**config.mk**
```make
export PLATFORM = sky130hd
export DESIGN_NAME = chien_corrector
export DESIGN_NICKNAME = d
export VERILOG_FILES = /design/src/rtl/chien_pkg.sv /design/src/rtl/chien_eval.sv /design/src/rtl/chien_root_store.sv /design/src/rtl/chien_corrector.sv
export SDC_FILE = /design/constraint.sdc
export NUM_CORES = 1
export LEC_CHECK = 0
export CAP_MARGIN = 20
export CORE_MARGIN = 2
export CORE_UTILIZATION = 40
export CTS_CLUSTER_SIZE = 14
export DETAILED_ROUTE_END_ITERATION = 10
export GPL_TIMING_DRIVEN = 0
export PLACE_DENSITY_LB_ADDON = 0.2
export SYNTH_ARGS = -nofsm -noshare
export SYNTH_HDL_FRONTEND = slang
export SYNTH_SLANG_ARGS = --single-unit
```
**constraint.sdc**
```tcl
create_clock -name clk -period 5.65 [get_ports clk]
set_input_delay 1.13 -clock clk [delete_from_list [all_inputs] [get_ports clk]]
set_output_delay 1.13 -clock clk [all_outputs]
set_load 0.02 [all_outputs]
```
**src/rtl/chien_pkg.sv**
```systemverilog
package chien_pkg;
  localparam int GF_MAXW = 16;
  typedef logic [GF_MAXW-1:0] gf_t;

  typedef enum logic [2:0] {
    S_IDLE, S_ECHK, S_SCAN, S_ARD, S_AWR, S_FIN
  } cs_state_t;

  // Primitive polynomial for the supported field degrees.
  function automatic gf_t prim_poly(input int m);
    return (m == 14) ? gf_t'(16'h4443) : gf_t'(16'h201B);
  endfunction

  // Multiply in GF(2^m) modulo poly.
  function automatic gf_t gf_mul(input gf_t a, input gf_t b, input int m, input gf_t poly);
    gf_t acc;
    gf_t x;
    acc = '0;
    x   = a;
    for (int i = 0; i < GF_MAXW; i++) begin
      if (i < m && b[i]) acc = acc ^ x;
      x = x << 1;
      if (x[m]) x = x ^ poly;
    end
    return acc;
  endfunction

  // alpha^k for small k.
  function automatic gf_t gf_alpha_pow(input int k, input int m, input gf_t poly);
    gf_t r;
    r = gf_t'(1);
    for (int i = 0; i < 64; i++) begin
      if (i < k) r = gf_mul(r, gf_t'(2), m, poly);
    end
    return r;
  endfunction

  function automatic int parity_bytes(input int m, input int t);
    return (m * t + 7) / 8;
  endfunction
endpackage

```
**src/rtl/chien_eval.sv**
```systemverilog
// One register per locator coefficient; each step multiplies
// coefficient k by alpha^k, so the sum tracks sigma(alpha^step).
module chien_eval
  import chien_pkg::*;
#(
  parameter int M     = 13,
  parameter int T_MAX = 8
) (
  input  logic                   clk,
  input  logic                   rst_n,
  input  logic                   load,
  input  logic                   step,
  input  logic [(T_MAX+1)*M-1:0] coef,
  output logic                   is_root
);
  localparam gf_t POLY = prim_poly(M);

  logic [M-1:0] term_q [T_MAX+1];

  generate
    for (genvar k = 0; k <= T_MAX; k++) begin : g_term
      localparam gf_t AK = gf_alpha_pow(k, M, POLY);
      logic [M-1:0] term_d;
      logic         term_en;
      gf_t          prod;

      assign term_en = load | step;
      assign prod    = gf_mul(gf_t'(term_q[k]), AK, M, POLY);

      always_comb begin
        if (load) term_d = coef[k*M +: M];
        else      term_d = prod[M-1:0];
      end

      always_ff @(posedge clk or negedge rst_n) begin
        if (!rst_n)       term_q[k] <= '0;
        else if (term_en) term_q[k] <= term_d;
      end
    end
  endgenerate

  logic [M-1:0] sum;
  always_comb begin
    sum = '0;
    for (int k = 0; k <= T_MAX; k++) sum = sum ^ term_q[k];
  end
  assign is_root = (sum == '0);
endmodule

```
**src/rtl/chien_root_store.sv**
```systemverilog
// Holds the positions of the roots found until they are applied.
module chien_root_store #(
  parameter int T_MAX = 8,
  parameter int PW    = 13,
  localparam int IW   = (T_MAX > 1) ? $clog2(T_MAX) : 1
) (
  input  logic          clk,
  input  logic          rst_n,
  input  logic          wr,
  input  logic [IW-1:0] wr_idx,
  input  logic [PW-1:0] wr_pos,
  input  logic [IW-1:0] rd_idx,
  output logic [PW-1:0] rd_pos
);
  logic [PW-1:0] slot_q [T_MAX];

  always_ff @(posedge clk or negedge rst_n) begin
    if (!rst_n) begin
      for (int i = 0; i < T_MAX; i++) slot_q[i] <= '0;
    end else if (wr) begin
      slot_q[wr_idx] <= wr_pos;
    end
  end

  assign rd_pos = slot_q[rd_idx];
endmodule

```
**src/rtl/chien_corrector.sv**
```systemverilog
module chien_corrector
  import chien_pkg::*;
#(
  parameter int M      = 13,
  parameter int T_MAX  = 8,
  localparam int SECTOR = (M - 12) * 512,
  localparam int TW     = $clog2(T_MAX + 1),
  localparam int NMAX   = SECTOR * 8 + M * T_MAX,
  localparam int PW     = $clog2(NMAX + 1),
  localparam int BYW    = PW - 3,
  localparam int AW     = $clog2(SECTOR),
  localparam int EBMAX  = parity_bytes(M, T_MAX),
  localparam int IW     = $clog2(EBMAX + 1),
  localparam int SIW    = (T_MAX > 1) ? $clog2(T_MAX) : 1
) (
  input  logic                   clk,
  input  logic                   rst_n,
  input  logic                   start,
  input  logic [TW-1:0]          t_cap,
  input  logic [TW-1:0]          sig_deg,
  input  logic [(T_MAX+1)*M-1:0] sigma,
  output logic                   mem_rd_en,
  output logic                   mem_wr_en,
  output logic                   mem_area,
  output logic [AW-1:0]          mem_addr,
  output logic [7:0]             mem_wdata,
  input  logic [7:0]             mem_rdata,
  output logic                   busy,
  output logic                   done,
  output logic [TW-1:0]          err_count,
  output logic                   uncorrectable,
  output logic                   erased,
  output logic                   fault
);
  cs_state_t      st_q, st_d;
  logic [TW-1:0]  t_q, t_d, deg_q, deg_d, cnt_q, cnt_d, aidx_q, aidx_d;
  logic [IW-1:0]  idx_q, idx_d;
  logic           chk_q, chk_d, ff_q, ff_d;
  logic [PW-1:0]  pos_q, pos_d;
  logic [TW-1:0]  rc_q, rc_d;
  logic           ru_q, ru_d, re_q, re_d, rf_q, rf_d;

  logic           ev_load, ev_step, is_root, st_wr;
  logic [PW-1:0]  sp, sp_m1, mt, nlen;
  logic [IW-1:0]  eb;
  logic [BYW-1:0] byt;
  logic [2:0]     bitn;
  logic           in_data, in_par;

  chien_eval #(.M(M), .T_MAX(T_MAX)) u_eval (
    .clk(clk), .rst_n(rst_n), .load(ev_load), .step(ev_step),
    .coef(sigma), .is_root(is_root)
  );

  chien_root_store #(.T_MAX(T_MAX), .PW(PW)) u_store (
    .clk(clk), .rst_n(rst_n), .wr(st_wr), .wr_idx(cnt_q[SIW-1:0]),
    .wr_pos(pos_q), .rd_idx(aidx_q[SIW-1:0]), .rd_pos(sp)
  );

  // Geometry derived from the captured strength.
  assign mt      = PW'(M) * PW'(t_q);
  assign eb      = IW'((mt + PW'(7)) >> 3);
  assign nlen    = PW'(SECTOR * 8) + mt;
  assign sp_m1   = sp - PW'(1);
  assign byt     = sp_m1[PW-1:3];
  assign bitn    = sp_m1[2:0];
  assign in_data = byt < BYW'(SECTOR);
  assign in_par  = byt < (BYW'(SECTOR) + BYW'(eb));

  always_comb begin
    st_d = st_q; t_d = t_q; deg_d = deg_q; cnt_d = cnt_q; aidx_d = aidx_q;
    idx_d = idx_q; chk_d = 1'b0; ff_d = ff_q; pos_d = pos_q;
    rc_d = rc_q; ru_d = ru_q; re_d = re_q; rf_d = rf_q;
    ev_load = 1'b0; ev_step = 1'b0; st_wr = 1'b0;
    mem_rd_en = 1'b0; mem_wr_en = 1'b0; mem_area = 1'b0;
    mem_addr = '0; mem_wdata = '0;
    case (st_q)
      S_IDLE: if (start) begin
        t_d = t_cap; deg_d = sig_deg; cnt_d = '0; aidx_d = '0;
        idx_d = '0; ff_d = 1'b1; pos_d = '0;
        rc_d = '0; ru_d = 1'b0; re_d = 1'b0; rf_d = 1'b0;
        ev_load = 1'b1;
        st_d = S_ECHK;
      end
      S_ECHK: begin
        mem_area = 1'b1;
        mem_addr = AW'(idx_q);
        if (idx_q < eb) begin
          mem_rd_en = 1'b1;
          idx_d = idx_q + IW'(1);
        end
        chk_d = mem_rd_en;
        if (chk_q) ff_d = ff_q & (mem_rdata == 8'hFF);
        if (idx_q == eb && chk_q) begin
          if (ff_d) begin
            re_d = 1'b1; st_d = S_FIN;
          end else if (deg_q == '0) begin
            st_d = S_FIN;
          end else begin
            st_d = S_SCAN;
          end
        end
      end
      S_SCAN: begin
        ev_step = 1'b1;
        pos_d   = pos_q + PW'(1);
        if (is_root && pos_q != '0) begin
          st_wr = (cnt_q < TW'(T_MAX));
          cnt_d = cnt_q + TW'(1);
        end
        if (is_root && pos_q != '0 && cnt_d == deg_q) begin
          st_d = S_ARD;
        end else if (pos_q == nlen) begin
          ru_d = 1'b1; st_d = S_FIN;
        end
      end
      S_ARD: begin
        mem_area = ~in_data;
        mem_addr = in_data ? AW'(byt) : AW'(byt - BYW'(SECTOR));
        if (!in_par) begin
          rf_d = 1'b1; ru_d = 1'b1; st_d = S_FIN;
        end else begin
          mem_rd_en = 1'b1; st_d = S_AWR;
        end
      end
      S_AWR: begin
        mem_area  = ~in_data;
        mem_addr  = in_data ? AW'(byt) : AW'(byt - BYW'(SECTOR));
        mem_wr_en = 1'b1;
        mem_wdata = mem_rdata ^ (8'h01 << bitn);
        if (aidx_q + TW'(1) == cnt_q) begin
          rc_d = cnt_q; st_d = S_FIN;
        end else begin
          aidx_d = aidx_q + TW'(1); st_d = S_ARD;
        end
      end
      S_FIN:   st_d = S_IDLE;
      default: st_d = S_IDLE;
    endcase
  end

  always_ff @(posedge clk or negedge rst_n) begin
    if (!rst_n) begin
      st_q <= S_IDLE; t_q <= '0; deg_q <= '0; cnt_q <= '0; aidx_q <= '0;
      idx_q <= '0; chk_q <= 1'b0; ff_q <= 1'b0; pos_q <= '0;
      rc_q <= '0; ru_q <= 1'b0; re_q <= 1'b0; rf_q <= 1'b0;
    end else begin
      st_q <= st_d; t_q <= t_d; deg_q <= deg_d; cnt_q <= cnt_d; aidx_q <= aidx_d;
      idx_q <= idx_d; chk_q <= chk_d; ff_q <= ff_d; pos_q <= pos_d;
      rc_q <= rc_d; ru_q <= ru_d; re_q <= re_d; rf_q <= rf_d;
    end
  end

  assign busy          = (st_q != S_IDLE);
  assign done          = (st_q == S_FIN);
  assign err_count     = rc_q;
  assign uncorrectable = ru_q;
  assign erased        = re_q;
  assign fault         = rf_q;
endmodule

```
==> results of run 1 <==
[per-layer routing]
metal	up-vias	wire length, µm	share of wire [%]
li1	5364	-	-
met1	5849	21100	45
met2	422	20900	45
met3	69	3450	7.4
met4	0	1250	2.7
met5	-	0	0
[area by class of cell]
type                       count  area share (%)
inverter                      18           0.370
multi-input combinational   1047            42.3
clock buffer                  47            5.01
tap                          468            3.20
sequential                   266            36.4
buffer                       106            2.45
timing repair buffer         175            9.65
clock inverter                 5           0.561
[per-stage QoR]
| stage | cell area, µm² | hold slack [ns] | worst slack [ns] |
|---|---|---|---|
| after floorplan | 14800 | 0.465 | 0.994 |
| after global placement | 17100 | 0.472 | -8.35 |
| after detailed placement | 17100 | 0.481 | -0.232 |
| after CTS | 18200 | 0.498 | 0.0150 |
| after global routing | 18300 | 0.508 | 0.0148 |
| final | 18300 | 0.493 | 0.186 |
[Yosys cell counts (18+ instances only)]
cell type                  instances  area (µm²)
sky130_fd_sc_hd__a21oi_1          42         210
sky130_fd_sc_hd__a22oi_1          41         308
sky130_fd_sc_hd__a31oi_1          23         144
sky130_fd_sc_hd__clkbuf_1         90         338
sky130_fd_sc_hd__dfrtp_1         266        6660
sky130_fd_sc_hd__ha_1             22         275
sky130_fd_sc_hd__inv_1            18        67.6
sky130_fd_sc_hd__mux2_2          106        1190
sky130_fd_sc_hd__mux4_2           18         405
sky130_fd_sc_hd__nand2_1         251         942
sky130_fd_sc_hd__nand3_1          18        90.1
sky130_fd_sc_hd__nor2_1          105         394
sky130_fd_sc_hd__o21ai_0          62         310
sky130_fd_sc_hd__xnor2_1         134        1170
sky130_fd_sc_hd__xor2_1           69         604
[sequential cells by signal (all words and copies together) (netlist names), 3 cells and up]
signal / flops
u_eval.term_q: 104
u_store.slot_q: 104
pos_q: 13
u_eval.g_term.prod: 13
aidx_q: 4
cnt_q: 4
deg_q: 4
err_count: 4
idx_q: 4
t_q: 4
st_q: 3
[timing repair]
item | CTS | global route
endpoints found under the setup margin | 2 | 2
buffers inserted | 6 | 3
gates resized for setup | 16 | 12
pin swaps | 2 | 1
[kinds of logic (layout without fill, tap and decap cells)]
family	count (synthesis)	count (layout)	synth area share, %
buffers and inverters	125	351	3.36
multiplexers	147	147	13.3
flip-flops	266	266	44.9
AO/OA/AOI/OAI	219	219	9.57
AND/OR/NAND/NOR	439	439	12.6
XOR/XNOR	218	218	14.3
adder cells (fa/ha/maj)	24	24	2.06
[worst paths after layout]
check | end | depth (start not counted)
max | mem_rd_en | 15
min | st_q[0]$_DFFE_PN0P_ | 1
max reg2reg | idx_q[1]$_DFFE_PN0P_ | 14
min reg2reg | u_eval.g_term[0].prod[7]$_DFFE_PN0P_ | 2
max in group asynchronous | u_eval.g_term[0].prod[12]$_DFFE_PN0P_ | 3
min in group clk | u_eval.g_term[0].prod[7]$_DFFE_PN0P_ | 2
[where the power goes]
part,internal [W],leakage [nW],switching (W)
registers,0.00241,3.46,0.000574
clock network,0.00124,0.495,0.000794
logic,0.00256,4.24,0.00289
total,0.00621,8.20,0.00425
==> impl_summary.txt, run 1 <==
----------------------------------------------------
[Global routing]
  Overall overflow remaining after global route ... 0
  Vias in the first global route ... 11344
  Overall track demand over capacity in global routing ... 24.0%
  Most crowded layer after global routing ... met2
  Met3 usage in global routing ... 4.60%
  Met1 track utilization from global routing ... 34.4%
  Maximum number of pins on one net before global-route repair ... 102
  Initial antenna violation count ... 0
  GR met2 Demand/Resource ... 37.0%
  Global-route wire length before repair ... 69.6 mm

[Synthesis]
  Count of distinct cell types in the synthesized netlist ... 63
  Sequential share of the synthesized area ... 44.9%
  Synthesized instance count ... 1438
  Leading register cell type out of synthesis ... sky130_fd_sc_hd__dfrtp_1
  #FFs+latches synth ... 266
  Summed instance area of the synthesized netlist ... 0.0148 mm²
  Post-synth EDFFs ... 0
  Synthesized Nets ... 1597
  YS warnings ... 0
  Share of synthesized registers carrying an async set or reset ... 100%
  Per-instance average area after synthesis ... 10.3 µm²

[Layout]
  Area delta synth->final ... 23.3%
  Fill count ... 3306
  Leading cell type in the layout, fill and taps excluded ... sky130_fd_sc_hd__dfrtp_1
  Share of final-layout standard cells stronger than drive strength 1 ... 13.2%
  Final std cells w/o fill ... 2132
  Total area of multi-input combinational cells ... 0.00774 mm²
  Number of antenna diodes ... 0
  Net count of the finished layout ... 1803
  Final standard cell utilization of the core ... 50.1%
  Sequential cell area ... 0.00666 mm²
  Most used cells in the layout excluding fill and tap cells ... sky130_fd_sc_hd__dfrtp_1, sky130_fd_sc_hd__nand2_1, sky130_fd_sc_hd__clkdlybuf4s50_1

[Critical path]
  Worst setup startpoint ... aidx_q[0]$_DFFE_PN0P_
  Buffers & Inverters on Critical Path ... 3
  Crit start category ... register
  Startpoint of the most critical register-to-register path ... t_q[3]$_DFFE_PN0P_
  Gate family responsible for the most delay along the worst path ... compound AO/OA/AOI/OAI gates
  Register-to-register setup slack ... 1.75 ns
  Largest fanout on the critical path ... 10
  Arrival time at the worst endpoint ... 4.33 ns
  Cell breakdown of the critical path ... buf_12 -> mux4_1 -> mux2_4 -> and3b_1 -> buf_6 -> nand2_1 -> xor2_2 -> ha_1 -> o21a_1 -> o21ai_2 -> nor2_1 -> o41ai_2 -> a32o_2 -> a31o_2 -> buf_2
  Highest cell delay on the worst timing path ... 0.56 ns
  Setup crit end kind ... output pin
  Cell with the largest stage delay on the worst path ... sky130_fd_sc_hd__mux4_1
  Required time at the worst-slack endpoint ... 4.52 ns
  Critical path class ... register to output pin

[STA]
  Sum Neg Setup Slack ... 0 ns
  Setup repair after global routing missed its margin ... false
  Worst rel slew slack ... 33.8%
  Hold Vio Cnt, Final ... 0
  Actual slew at the worst max-slew pin ... 0.993 ns
  Time the final worst path needs with I/O delays and setup ... 5.46 ns
  Clock tree skew after final layout ... 0.0164 ns
  Share of the cycle needed by the critical path after routing ... 96.7%
  Final-report setup violation count ... 0
  Max frequency ... 183 MHz
  Max-slew violation count ... 0

[Detailed routing]
  Final antenna-violating net count ... 0
  Vias after detailed routing ... 11704
  Wire length after detailed routing ... 46.7 mm
  Via density per instance ... 5.49
  First DRT Iteration DRCs ... 767
  TritonRoute pass-1 iters ... 6
  # DRC ... 0
  Average wire per cell in the routed design ... 21.9 µm

[Place]
  Count of input and output buffers ... 164
  HPWL reported at the end of detailed placement ... 34.3 mm
  Final RePlAce weighted congestion ... 0.885
  Cell total after placement ... 2072

[Floorplan]
  Standard cell core area ... 0.0365 mm²
  Overall die height ... 197 µm
  Number of primary I/O pins ... 165
  Die width ... 197 µm
  Effective utilization at floorplan ... 40.6%
  Placement Rows ... 70
  Floorplan die area ... 0.0386 mm²

[CTS]
  Number of H-tree levels ... 1
  Sinks on Clock Net ... 266
  Num CTS Buffers ... 30
  Clock insertion delay at the later pin of the skew report ... 0.57 ns
  Hold buffer count at CTS ... 0
  Clock tree from TritonCTS ... done
  Worst-case clock buffer depth ... 3
  Clock input transition at the sequential cells of the worst setup and hold paths ... 0.06 ns
  Root Buffer ... sky130_fd_sc_hd__clkbuf_16

[Run]
  MaxCap Viol Count ... 0

[Power]
  Post-route total power ... 0.0105 W
  Static leakage ... 8.20 nW
  Pwr per Cell Area ... 572 mW/mm²
  Peak ir drop on the vdd network ... 0.253 mV

[Run status]
  Outcome ... finished, final reports clean

[Hold path]
  Tightest Hold Check Type ... primary input to asynchronous set/reset pin

----------------------------------------------------
Power figures use the tool's default switching activity.
==> inputs of run 2 (changes only) <==
--- a/config.mk
+++ b/config.mk
@@ -6,8 +6,9 @@
 export NUM_CORES = 1
 export LEC_CHECK = 0
 export CAP_MARGIN = 20
-export CORE_MARGIN = 2
+export CORE_MARGIN = 1
 export CORE_UTILIZATION = 40
+export CTS_CLUSTER_DIAMETER = 200
 export CTS_CLUSTER_SIZE = 14
 export DETAILED_ROUTE_END_ITERATION = 10
 export GPL_TIMING_DRIVEN = 0
==> run 2 against run 1 <==
Design area shrank 2.4%. Count of clock-buffer cells in the layout shrank 24. Combinational power up 0.7%. Wire length decreased by 1.3%. Critical path depth is the same. Total power is 5.8% lower. Non-clock buffer count unchanged. First-iteration DRC count is 12% higher. Die area is 2.0% lower. Fmax down 0.80%. Largest cell class unchanged. Cell count fell by 1.4%.
==> impl_summary.txt, run 2 (synthesized netlist as in run 1, its figures left out) <==
----------------------------------------------------
[STA]
  Clock tree skew after final layout ... 0.00724 ns
  Final-report setup violation count ... 0
  Max frequency ... 182 MHz
  Worst rel slew slack ... 24.0%
  Share of the cycle needed by the critical path after routing ... 97.5%
  Time the final worst path needs with I/O delays and setup ... 5.51 ns
  Hold Vio Cnt, Final ... 0
  Setup repair after global routing missed its margin ... false
  Actual slew at the worst max-slew pin ... 1.13 ns
  Max-slew violation count ... 0

[Run status]
  Outcome ... finished, final reports clean

[Place]
  Count of input and output buffers ... 164
  Final RePlAce weighted congestion ... 0.895
  HPWL reported at the end of detailed placement ... 34.3 mm
  Cell total after placement ... 2072

[Global routing]
  Vias in the first global route ... 11457
  Initial antenna violation count ... 0
  Overall track demand over capacity in global routing ... 24.3%
  Maximum number of pins on one net before global-route repair ... 109
  Overall overflow remaining after global route ... 0
  Global-route wire length before repair ... 70.2 mm

[Layout]
  Area delta synth->final ... 20.3%
  Most used cells in the layout excluding fill and tap cells ... sky130_fd_sc_hd__dfrtp_1, sky130_fd_sc_hd__nand2_1, sky130_fd_sc_hd__clkdlybuf4s50_1
  Leading cell type in the layout, fill and taps excluded ... sky130_fd_sc_hd__dfrtp_1
  Biggest registers after layout ... u_eval.term_q (104), u_store.slot_q (104)
  Final standard cell utilization of the core ... 48.9%
  Number of antenna diodes ... 0
  Share of final-layout standard cells stronger than drive strength 1 ... 12.1%
  Net count of the finished layout ... 1795
  Final std cells w/o fill ... 2103

[Floorplan]
  Number of primary I/O pins ... 165
  Die width ... 195 µm
  Floorplan die area ... 0.0378 mm²
  Overall die height ... 195 µm
  Standard cell core area ... 0.0365 mm²
  Placement Rows ... 70
  Effective utilization at floorplan ... 40.6%

[CTS]
  Clock tree from TritonCTS ... done
  Worst-case clock buffer depth ... 3
  Number of H-tree levels ... 1
  Clock input transition at the sequential cells of the worst setup and hold paths ... 0.07 ns
  Hold buffer count at CTS ... 0
  Clock insertion delay at the later pin of the skew report ... 0.52 ns
  Sinks on Clock Net ... 266
  Root Buffer ... sky130_fd_sc_hd__clkbuf_16
  Num CTS Buffers ... 22

[Hold path]
  Tightest Hold Check Type ... register to register
  Hold Path Depth ... 2

[Detailed routing]
  Via density per instance ... 5.49
  Average wire per cell in the routed design ... 21.9 µm
  Vias after detailed routing ... 11549
  Wire length after detailed routing ... 46.1 mm
  # DRC ... 0
  TritonRoute pass-1 iters ... 5
  Final antenna-violating net count ... 0
  First DRT Iteration DRCs ... 861

[Critical path]
  Worst Reg-to-Reg Cells ... 14
  Largest fanout on the critical path ... 10
  Crit start category ... register
  Arrival time at the worst endpoint ... 4.38 ns
  Setup crit end kind ... output pin
  Required time at the worst-slack endpoint ... 4.52 ns
  Critical path class ... register to output pin

[Power]
  Peak ir drop on the vdd network ... 0.259 mV
  Pwr per Cell Area ... 552 mW/mm²
  Post-route total power ... 0.00986 W
  Static leakage ... 7.99 nW

[Run]
  MaxCap Viol Count ... 0

----------------------------------------------------
## run 2: changes by cell type in the layout (fill, tap and decap cells not counted), moves of 2 or more
| cell | change |
|---|---|
| sky130_fd_sc_hd__clkbuf_1 | -8 |
| sky130_fd_sc_hd__clkbuf_16 | -8 |
| sky130_fd_sc_hd__clkbuf_8 | -8 |
| sky130_fd_sc_hd__bufinv_16 | -3 |
| sky130_fd_sc_hd__nor2_2 | -2 |
| sky130_fd_sc_hd__o21ai_1 | +2 |
## run 2: final cells by class
class / count / area [µm²]
Fill cell: 3390 / 18700
Multi-Input combinational cell: 1047 / 7750
Sequential cell: 266 / 6660
Timing Repair Buffer: 175 / 1770
Tap cell: 468 / 586
Clock buffer: 23 / 576
Buffer: 106 / 437
Inverter: 18 / 67.6
## run 2: path summary, 6_finish.rpt
path / start / to / slack [ns]
max: aidx_q[0]$_DFFE_PN0P_ / mem_rd_en / 0.14
min: err_count[3]$_DFFE_PN0P_ / err_count[3]$_DFFE_PN0P_ / 0.49
max reg2reg: t_q[1]$_DFFE_PN0P_ / idx_q[1]$_DFFE_PN0P_ / 1.78
min reg2reg: err_count[3]$_DFFE_PN0P_ / err_count[3]$_DFFE_PN0P_ / 0.49
max in group asynchronous: rst_n / u_store.slot_q[98]$_DFFE_PN0P_ / 3.73
min in group asynchronous: rst_n / err_count[1]$_DFFE_PN0P_ / 0.53
## run 2: metal layers
layer | routed length (µm) | vias up | track usage (%)
li1 | - | 5337 | -
met4 | 1440 | 0 | 7.47
met2 | 20900 | 361 | 37.5
met3 | 2890 | 74 | 3.94
met5 | 0 | - | 0
met1 | 20800 | 5777 | 35.0
## run 2: worst max-delay path, cell delays in order, from the launching register on
cell and delay [ns]:
sky130_fd_sc_hd__dfrtp_2 0.39, sky130_fd_sc_hd__buf_8 0.17, sky130_fd_sc_hd__mux4_1 0.57, sky130_fd_sc_hd__mux2_4 0.31, sky130_fd_sc_hd__and3b_1 0.21, sky130_fd_sc_hd__buf_4 0.17, sky130_fd_sc_hd__nand2_1 0.10, sky130_fd_sc_hd__xor2_2 0.18
sky130_fd_sc_hd__ha_1 0.30, sky130_fd_sc_hd__o21a_1 0.18, sky130_fd_sc_hd__o21ai_1 0.16, sky130_fd_sc_hd__nor2_1 0.07, sky130_fd_sc_hd__o41ai_2 0.34, sky130_fd_sc_hd__a32o_2 0.28, sky130_fd_sc_hd__a31o_2 0.17, sky130_fd_sc_hd__clkdlybuf4s15_2 0.26
## run 2: report_power, final
group	internal, W	switching (W)	total (W)
clock network	0.000715	0.000678	0.00139
logic	0.00261	0.00287	0.00548
registers	0.00241	0.000575	0.00298
total	0.00574	0.00412	0.00986
## run 2: metrics by stage
stage           TNS, ns  area (µm²)  setup WS (ns)  hold slack [ns]
2_1_floorplan         0       14800          0.994            0.465
3_3_place_gp   -2224.71       17100          -8.39            0.461
3_5_place_dp     -0.142       17100         -0.142            0.474
4_1_cts               0       17800        0.00811            0.490
5_1_grt               0       17800        0.00247            0.518
6_report              0       17800          0.142            0.491
## run 2: repair_timing
action                                  in CTS  in global routing
endpoints found under the setup margin       2                  2
setup buffers                                5                  4
pin swaps                                    2                  2
resized for setup                           14                 12
